<file path="config.mk">
export PLATFORM = sky130hd
export DESIGN_NAME = chain_dma_endpoint
export DESIGN_NICKNAME = d
export VERILOG_FILES = /design/src/rtl/chain_pkg.sv /design/src/rtl/chain_init_ctrl.sv /design/src/rtl/chain_fol_ctrl.sv /design/src/rtl/chain_dma_endpoint.sv
export SDC_FILE = /design/constraint.sdc
export NUM_CORES = 1
export LEC_CHECK = 0
export CAP_MARGIN = 10
export CELL_PAD_IN_SITES_DETAIL_PLACEMENT = 1
export CELL_PAD_IN_SITES_GLOBAL_PLACEMENT = 1
export CORE_UTILIZATION = 37
export CTS_CLUSTER_SIZE = 16
export DETAILED_ROUTE_END_ITERATION = 8
export HOLD_SLACK_MARGIN = 0.02
export PLACE_DENSITY = 0.93
export SLEW_MARGIN = 5
export SYNTH_ARGS = -nofsm -noshare
export SYNTH_HDL_FRONTEND = slang
export SYNTH_SLANG_ARGS = --single-unit
</file>
<file path="constraint.sdc">
create_clock -name clk -period 6.58 [get_ports clk]
set_input_delay 0.987 -clock clk [delete_from_list [all_inputs] [get_ports clk]]
set_output_delay 0.987 -clock clk [all_outputs]
set_load 0.01 [all_outputs]
</file>
<file path="src/rtl/chain_pkg.sv">
package chain_pkg;
    localparam int NODE_W  = 4;
    localparam int WORD_W  = 32;
    localparam int MADDR_W = 8;
    localparam logic [NODE_W-1:0] NODE_NONE = '1;

    typedef enum logic [1:0] {
        K_CFG   = 2'b00,
        K_GRANT = 2'b01,
        K_DATA  = 2'b10,
        K_FIN   = 2'b11
    } kind_e;

    typedef struct packed {
        kind_e               kind;
        logic [NODE_W-1:0]   dst;
        logic [NODE_W-1:0]   src;
        logic                last;
        logic [WORD_W-1:0]   body;
    } pkt_t;

    localparam int PKT_W = $bits(pkt_t);

    typedef struct packed {
        logic [NODE_W-1:0]  prev;
        logic [NODE_W-1:0]  next;
        logic [MADDR_W-1:0] base;
    } link_t;

    localparam int LINK_W = $bits(link_t);

    function automatic pkt_t make_pkt(kind_e k, logic [NODE_W-1:0] d,
                                      logic [NODE_W-1:0] s, logic l,
                                      logic [WORD_W-1:0] b);
        pkt_t p;
        p.kind = k;
        p.dst  = d;
        p.src  = s;
        p.last = l;
        p.body = b;
        return p;
    endfunction

    function automatic logic [WORD_W-1:0] pack_link(link_t x);
        return {{(WORD_W-LINK_W){1'b0}}, x};
    endfunction

    function automatic link_t unpack_link(logic [WORD_W-1:0] b);
        return link_t'(b[LINK_W-1:0]);
    endfunction
endpackage

</file>
<file path="src/rtl/chain_init_ctrl.sv">
module chain_init_ctrl
    import chain_pkg::*;
#(
    parameter int MAX_FOL = 4,
    parameter int LEN_W   = 8,
    localparam int CNT_W  = $clog2(MAX_FOL + 1),
    localparam int IDX_W  = (MAX_FOL > 1) ? $clog2(MAX_FOL) : 1
) (
    input  logic               clk,
    input  logic               rst,
    input  logic               start,
    input  logic [NODE_W-1:0]  my_addr,
    input  logic [CNT_W-1:0]   fol_cnt,
    input  logic [LEN_W-1:0]   xfer_len,
    input  logic [MADDR_W-1:0] src_base,
    input  logic               tbl_we,
    input  logic [IDX_W-1:0]   tbl_idx,
    input  logic [NODE_W-1:0]  tbl_node,
    input  logic [MADDR_W-1:0] tbl_base,
    input  logic               in_vld,
    input  pkt_t               in_pkt,
    output logic               in_rdy,
    output logic               out_vld,
    output pkt_t               out_pkt,
    input  logic               out_rdy,
    output logic [MADDR_W-1:0] rd_addr,
    input  logic [WORD_W-1:0]  rd_data,
    output logic               done
);
    typedef enum logic [2:0] {I_IDLE, I_CFG, I_GRANT, I_DATA, I_FIN, I_DONE} ist_e;

    ist_e               st;
    logic [IDX_W-1:0]   idx, idx_last;
    logic [LEN_W-1:0]   cnt, len_q;
    logic [NODE_W-1:0]  my_q;
    logic [MADDR_W-1:0] sbase_q;
    logic [NODE_W-1:0]  node_tab [MAX_FOL];
    logic [MADDR_W-1:0] base_tab [MAX_FOL];
    logic [NODE_W-1:0]  prev_n, next_n;
    logic               word_last;

    always_ff @(posedge clk) begin
        if (tbl_we) begin
            node_tab[tbl_idx] <= tbl_node;
            base_tab[tbl_idx] <= tbl_base;
        end
    end

    always_comb begin
        prev_n    = (idx == '0) ? my_q : node_tab[idx - 1'b1];
        next_n    = (idx == idx_last) ? NODE_NONE : node_tab[idx + 1'b1];
        word_last = (cnt == len_q - 1'b1);
        rd_addr   = sbase_q + MADDR_W'(cnt);
        out_vld   = 1'b0;
        out_pkt   = make_pkt(K_CFG, '0, '0, 1'b0, '0);
        case (st)
            I_CFG: begin
                out_vld = 1'b1;
                out_pkt = make_pkt(K_CFG, node_tab[idx], my_q, 1'b0,
                                   pack_link('{prev: prev_n, next: next_n, base: base_tab[idx]}));
            end
            I_DATA: begin
                out_vld = 1'b1;
                out_pkt = make_pkt(K_DATA, node_tab[0], my_q, word_last, rd_data);
            end
            default: ;
        endcase
        in_rdy = ((st == I_GRANT) && (in_pkt.kind == K_GRANT)) ||
                 ((st == I_FIN)   && (in_pkt.kind == K_FIN));
    end

    always_ff @(posedge clk) begin
        if (rst) begin
            st       <= I_IDLE;
            idx      <= '0;
            idx_last <= '0;
            cnt      <= '0;
            len_q    <= '0;
            my_q     <= '0;
            sbase_q  <= '0;
        end else begin
            case (st)
                I_IDLE, I_DONE: if (start) begin
                    my_q     <= my_addr;
                    len_q    <= xfer_len;
                    sbase_q  <= src_base;
                    idx_last <= IDX_W'(fol_cnt - 1'b1);
                    idx      <= '0;
                    cnt      <= '0;
                    st       <= I_CFG;
                end
                I_CFG: if (out_rdy) begin
                    if (idx == idx_last) st <= I_GRANT;
                    else                 idx <= idx + 1'b1;
                end
                I_GRANT: if (in_vld && in_rdy) st <= I_DATA;
                I_DATA: if (out_rdy) begin
                    if (word_last) st <= I_FIN;
                    else           cnt <= cnt + 1'b1;
                end
                I_FIN: if (in_vld && in_rdy) st <= I_DONE;
                default: st <= I_IDLE;
            endcase
        end
    end

    assign done = (st == I_DONE);
endmodule

</file>
<file path="src/rtl/chain_fol_ctrl.sv">
module chain_fol_ctrl
    import chain_pkg::*;
(
    input  logic               clk,
    input  logic               rst,
    input  logic               start,
    input  logic [NODE_W-1:0]  my_addr,
    input  logic               in_vld,
    input  pkt_t               in_pkt,
    output logic               in_rdy,
    output logic               out_vld,
    output pkt_t               out_pkt,
    input  logic               out_rdy,
    output logic               mem_we,
    output logic [MADDR_W-1:0] mem_waddr,
    output logic [WORD_W-1:0]  mem_wdata,
    output logic               done
);
    typedef enum logic [3:0] {
        F_IDLE, F_CFG, F_GRANT, F_SGRANT, F_WDATA, F_RDATA, F_RFIN, F_SFIN, F_DONE
    } fst_e;

    fst_e               st;
    logic [NODE_W-1:0]  my_q, prev_q, next_q;
    logic [MADDR_W-1:0] wptr;
    logic               is_tail, in_data, take;
    link_t              lk;

    always_comb begin
        is_tail = (next_q == NODE_NONE);
        in_data = (st == F_WDATA) || (st == F_RDATA);
        lk      = unpack_link(in_pkt.body);
        case (st)
            F_CFG:            in_rdy = (in_pkt.kind == K_CFG);
            F_GRANT:          in_rdy = (in_pkt.kind == K_GRANT);
            F_WDATA, F_RDATA: in_rdy = (in_pkt.kind == K_DATA) && (is_tail || out_rdy);
            F_RFIN:           in_rdy = (in_pkt.kind == K_FIN);
            default:          in_rdy = 1'b0;
        endcase
        take    = in_vld && in_rdy;
        out_vld = 1'b0;
        out_pkt = make_pkt(K_CFG, '0, '0, 1'b0, '0);
        case (st)
            F_SGRANT: begin
                out_vld = 1'b1;
                out_pkt = make_pkt(K_GRANT, prev_q, my_q, 1'b0, '0);
            end
            F_WDATA, F_RDATA: begin
                out_vld = in_vld && (in_pkt.kind == K_DATA) && !is_tail;
                out_pkt = make_pkt(K_DATA, next_q, my_q, in_pkt.last, in_pkt.body);
            end
            F_SFIN: begin
                out_vld = 1'b1;
                out_pkt = make_pkt(K_FIN, prev_q, my_q, 1'b0, '0);
            end
            default: ;
        endcase
        mem_we    = take && in_data;
        mem_waddr = wptr;
        mem_wdata = in_pkt.body;
    end

    always_ff @(posedge clk) begin
        if (rst) begin
            st     <= F_IDLE;
            my_q   <= '0;
            prev_q <= '0;
            next_q <= NODE_NONE;
            wptr   <= '0;
        end else begin
            case (st)
                F_IDLE, F_DONE: if (start) begin
                    my_q <= my_addr;
                    st   <= F_CFG;
                end
                F_CFG: if (take) begin
                    prev_q <= lk.prev;
                    next_q <= lk.next;
                    wptr   <= lk.base;
                    st     <= (lk.next == NODE_NONE) ? F_SGRANT : F_GRANT;
                end
                F_GRANT:  if (take) st <= F_SGRANT;
                F_SGRANT: if (out_rdy) st <= F_WDATA;
                F_WDATA, F_RDATA: if (take) begin
                    wptr <= wptr + 1'b1;
                    if (in_pkt.last) st <= is_tail ? F_SFIN : F_RFIN;
                    else             st <= F_RDATA;
                end
                F_RFIN: if (take) st <= F_SFIN;
                F_SFIN: if (out_rdy) st <= F_DONE;
                default: st <= F_IDLE;
            endcase
        end
    end

    assign done = (st == F_DONE);
endmodule

</file>
<file path="src/rtl/chain_dma_endpoint.sv">
module chain_dma_endpoint
    import chain_pkg::*;
#(
    parameter int MAX_FOL = 4,
    parameter int LEN_W   = 8,
    localparam int CNT_W  = $clog2(MAX_FOL + 1),
    localparam int IDX_W  = (MAX_FOL > 1) ? $clog2(MAX_FOL) : 1
) (
    input  logic               clk,
    input  logic               rst,
    input  logic               start,
    input  logic               role_init,
    input  logic [NODE_W-1:0]  my_addr,
    input  logic [CNT_W-1:0]   fol_cnt,
    input  logic [LEN_W-1:0]   xfer_len,
    input  logic [MADDR_W-1:0] src_base,
    input  logic               tbl_we,
    input  logic [IDX_W-1:0]   tbl_idx,
    input  logic [NODE_W-1:0]  tbl_node,
    input  logic [MADDR_W-1:0] tbl_base,
    input  logic               in_vld,
    input  logic [PKT_W-1:0]   in_pkt,
    output logic               in_rdy,
    output logic               out_vld,
    output logic [PKT_W-1:0]   out_pkt,
    input  logic               out_rdy,
    output logic               mem_we,
    output logic [MADDR_W-1:0] mem_waddr,
    output logic [WORD_W-1:0]  mem_wdata,
    output logic [MADDR_W-1:0] mem_raddr,
    input  logic [WORD_W-1:0]  mem_rdata,
    output logic               done
);
    logic role_q;
    logic i_rdy, i_ovld, i_done, f_rdy, f_ovld, f_done;
    pkt_t pin, i_opkt, f_opkt;

    assign pin = pkt_t'(in_pkt);

    always_ff @(posedge clk) begin
        if (rst)        role_q <= 1'b0;
        else if (start) role_q <= role_init;
    end

    chain_init_ctrl #(.MAX_FOL(MAX_FOL), .LEN_W(LEN_W)) u_head (
        .clk(clk), .rst(rst), .start(start && role_init),
        .my_addr(my_addr), .fol_cnt(fol_cnt), .xfer_len(xfer_len), .src_base(src_base),
        .tbl_we(tbl_we), .tbl_idx(tbl_idx), .tbl_node(tbl_node), .tbl_base(tbl_base),
        .in_vld(in_vld && role_q), .in_pkt(pin), .in_rdy(i_rdy),
        .out_vld(i_ovld), .out_pkt(i_opkt), .out_rdy(out_rdy),
        .rd_addr(mem_raddr), .rd_data(mem_rdata), .done(i_done)
    );

    chain_fol_ctrl u_member (
        .clk(clk), .rst(rst), .start(start && !role_init), .my_addr(my_addr),
        .in_vld(in_vld && !role_q), .in_pkt(pin), .in_rdy(f_rdy),
        .out_vld(f_ovld), .out_pkt(f_opkt), .out_rdy(out_rdy),
        .mem_we(mem_we), .mem_waddr(mem_waddr), .mem_wdata(mem_wdata), .done(f_done)
    );

    always_comb begin
        in_rdy  = role_q ? i_rdy  : f_rdy;
        out_vld = role_q ? i_ovld : f_ovld;
        out_pkt = role_q ? i_opkt : f_opkt;
        done    = role_q ? i_done : f_done;
    end
endmodule

</file>
==> reports/metrics.cfg <==
[cells_and_area]
sequential_cell_area_mm2 = 0.00268
num_antenna_cells = 0
nNetsFinal = 939
syn_to_final_growth_pct = 35.6
n_fill_cell = 1861
multi_input_area_mm2 = 0.00317
drive_above_1_share = 0.0689

[sta]
fmax_mhz = 207
hold_viol_final = 0
slew_violations = 0
finalClockSkew_ns = 0.0125
fin_crit_ns = 4.84
slew_headroom = 0.274
period_share = 0.736
whs_ns = 0.473
rsz0062_at_grt = false
tightest_slew_ns = 1.09
setup_tns_ns = 0
setup_viol = 0

[worst_setup_path]
critPathBufInv = 2
worst_path_largest_cell_delay_ns = 0.79
cp_top_family = simple AND/OR/NAND/NOR gates
crit_chain = or3b_1, nor2_2, buf_4, a22oi_1, o21ai_0, clkdlybuf4s50_1
required_ns = 5.59
cp_max_fo = 25
critPathLaunchType = register
slowest_stage = or3b_1
cp-end-kind = output pin
path_class = register to output pin
crit_arrival_ns = 3.85

[pwr]
powerDensity_mw_per_mm2 = 227
combPwrFrac = 0.282
p_seq_frac = 0.424
power_leakage_nw = 3.02
peakVddDrop_mv = 0.165
p_sw_frac = 0.333
power_switching_mw = 0.648
clkPwrFrac = 0.294
p_int_mw = 1.30

[yosys]
yosysSeqAreaShare = 0.423
syn_nets = 795
syn_avg_cell_area_um2 = 9.54
synthArstFlopShare = 0
ys_ff_latch = 110
synth_area_mm2 = 0.00634
ys_types = 60
syn_inst = 664
yosysWarnings = 0
synth_edf_count = 48
synth_ff_type = dfxtp_1

[die]
die_y_um = 133
die_area_mm2 = 0.0177
pin_count = 214
die_w_um = 133
core-area_mm2 = 0.0166
start_util = 0.381
row_count = 47

[clock_tree]
cts_hold_buf = 0
cts.sinks = 110
post_cts_resized = 0
cts-root-buf = clkbuf_16
clkTransAtPathRegs_ns = 0.08
htree_levels = 3
cts_buffers = 9
cts_tree = done
clk_latency_ns = 0.36
post_cts_buffers = 0
clock_path_buffers = 2

[placement]
place_hpwl_um = 15500
port_buffers = 204
place.gp.congestion = 0.829

[detailed_routing]
viasPerCell = 5.69
routed_wl_um = 21000
ant_nets = 0
first_pass_iters = 5
drt-initial-drc-count = 423
wire_per_inst_um = 20.4
routed-via-count = 5874
drc = 0

[global_routing]
grt_pass1_wl_um = 33200
grt_use_total = 0.241
grt_max_degree = 59
overflow = 0
grt_pass1_vias = 5974
antenna_found_initial = 0

[status]
status = complete, no violations

[flow_run]
maxCapViolCount = 0

[worst_hold_path]
hp-class = register to register

## synth_stat cells, drive strengths merged (5+ instances only)
library cell   n  area [um^2]
a211oi         5         37.5
a21o          10         75.1
a21oi         47          235
a22o          21          184
a22oi         20          150
and2           5         31.3
buf           38          279
clkbuf        37          139
dfxtp         62         1240
edfxtp        48         1440
ha            11          138
inv           19         71.3
mux2           5         56.3
mux2i         10          100
mux4          20          450
nand2         88          330
nand2b         5         31.3
nand3         13         65.1
nand4          9         56.3
nor2          42          158
nor2b          7         43.8
nor3          16         80.1
o211ai         5         42.5
o21ai         37          185
o31ai         11         82.6
or4            5         37.5
xnor2         13          114
xor2           8         70.1
## cell type report
class                      instances  share of cell area
clock buffer                       9              0.0262
clock inverter                     7              0.0112
timing repair buffer             208               0.241
multi-input combinational        460               0.369
inverter                          19             0.00830
tap                              220              0.0320
sequential                       110               0.312
## power by group through the flow
stage,registers [mW],logic [mW],clock network (mW)
final,0.826,0.548,0.573
after global routing,0.834,0.594,0.608
after CTS,0.823,0.544,0.581
after detailed placement,0.839,0.538,0
after global placement,0.833,0.519,0
after floorplan,0.800,0.357,0
## routing by layer
metal	wire length (um)	global-route usage	part of all wire	up-vias
met5	0	0	0	-
met4	450	0.0715	0.021	0
met3	1280	0.0452	0.061	37
met2	10600	0.423	0.50	223
met1	8700	0.299	0.41	2901
li1	-	-	-	2713
## cell families after synthesis
logic type      count (synthesis)  share of synthesized area
compound gates                182                      0.195
xor+xnor                       21                     0.0290
fa+ha+maj                      12                     0.0249
buf+inv                        94                     0.0772
flops                         110                      0.423
mux                            35                     0.0958
simple gates                  210                      0.154
## stage by stage
| step | instance area, um^2 | power [mW] | utilization | std cells | setup WS [ns] |
|---|---|---|---|---|---|
| 2_1_floorplan | 6340 | 1.16 | - | 664 | 3.41 |
| 3_3_place_gp | 8270 | 1.35 | 0.497 | 1017 | 2.28 |
| 3_5_place_dp | 8270 | 1.38 | 0.497 | 1017 | 2.20 |
| 4_1_cts | 8590 | 1.95 | 0.516 | 1033 | 1.74 |
| 5_1_grt | 8590 | 2.04 | 0.516 | 1033 | 1.49 |
| 6_report | 8590 | 1.95 | 0.516 | 1033 | 1.74 |
## worst min-delay path: cells and delay by family, from the launching register on
kind	cells	cell delay, ns
DFF	1	0.32
AOI/OAI and AO/OA	1	0.05
and+or+nand+nor	1	0.05
## cells in the final DEF, fill, tap and decap left out, types with 3 or more instances in the layout
cell,synthesis,layout
clkdlybuf4s50_1,0,203
nand2_1,88,88
dfxtp_1,62,62
edfxtp_1,48,48
a21oi_1,47,47
nor2_1,42,41
o21ai_0,37,37
a22o_1,21,21
mux4_2,20,20
a22oi_1,20,20
inv_1,19,19
nor3_1,16,15
xnor2_1,13,13
nand3_1,13,13
o31ai_1,11,11
ha_1,11,11
a21o_1,10,10
mux2i_1,10,10
nand4_1,9,9
clkbuf_16,0,9
xor2_1,8,8
nor2b_1,7,7
and2_1,5,5
or4_1,5,5
nand2b_1,5,5
a211oi_1,5,5
mux2_2,5,5
and3_1,4,4
a211o_1,4,4
o211ai_1,4,4
buf_4,32,4
nor3b_1,3,3
nand3b_1,3,3
a2111oi_0,3,3
clkinv_8,0,3
## path summary, 6_finish.rpt
check,from,end,slack [ns],cells past startpoint
worst max-delay path,u_member.st[2],out_pkt[37],1.74,6
worst min register to register,u_head.sbase_q[6],u_head.sbase_q[6],0.47,2
worst min-delay path,u_head.sbase_q[6],u_head.sbase_q[6],0.47,2
worst max register to register,u_head.st[0],u_head.cnt[7],3.45,6
## flip-flops by register name, summed over array words and instances (netlist names), named ones only
signal and count:
u_head.node_tab 16, u_head.sbase_q 8, u_head.len_q 8, u_head.st 3, u_head.base_tab 32, u_member.prev_q 4
u_head.idx_last 2, u_member.next_q 4, u_head.cnt 8, u_head.my_q 4, role_q 1, u_member.my_q 4
u_member.mem_waddr 8, u_member.st 4, u_head.idx 2
(Power assumes the default switching activity.)
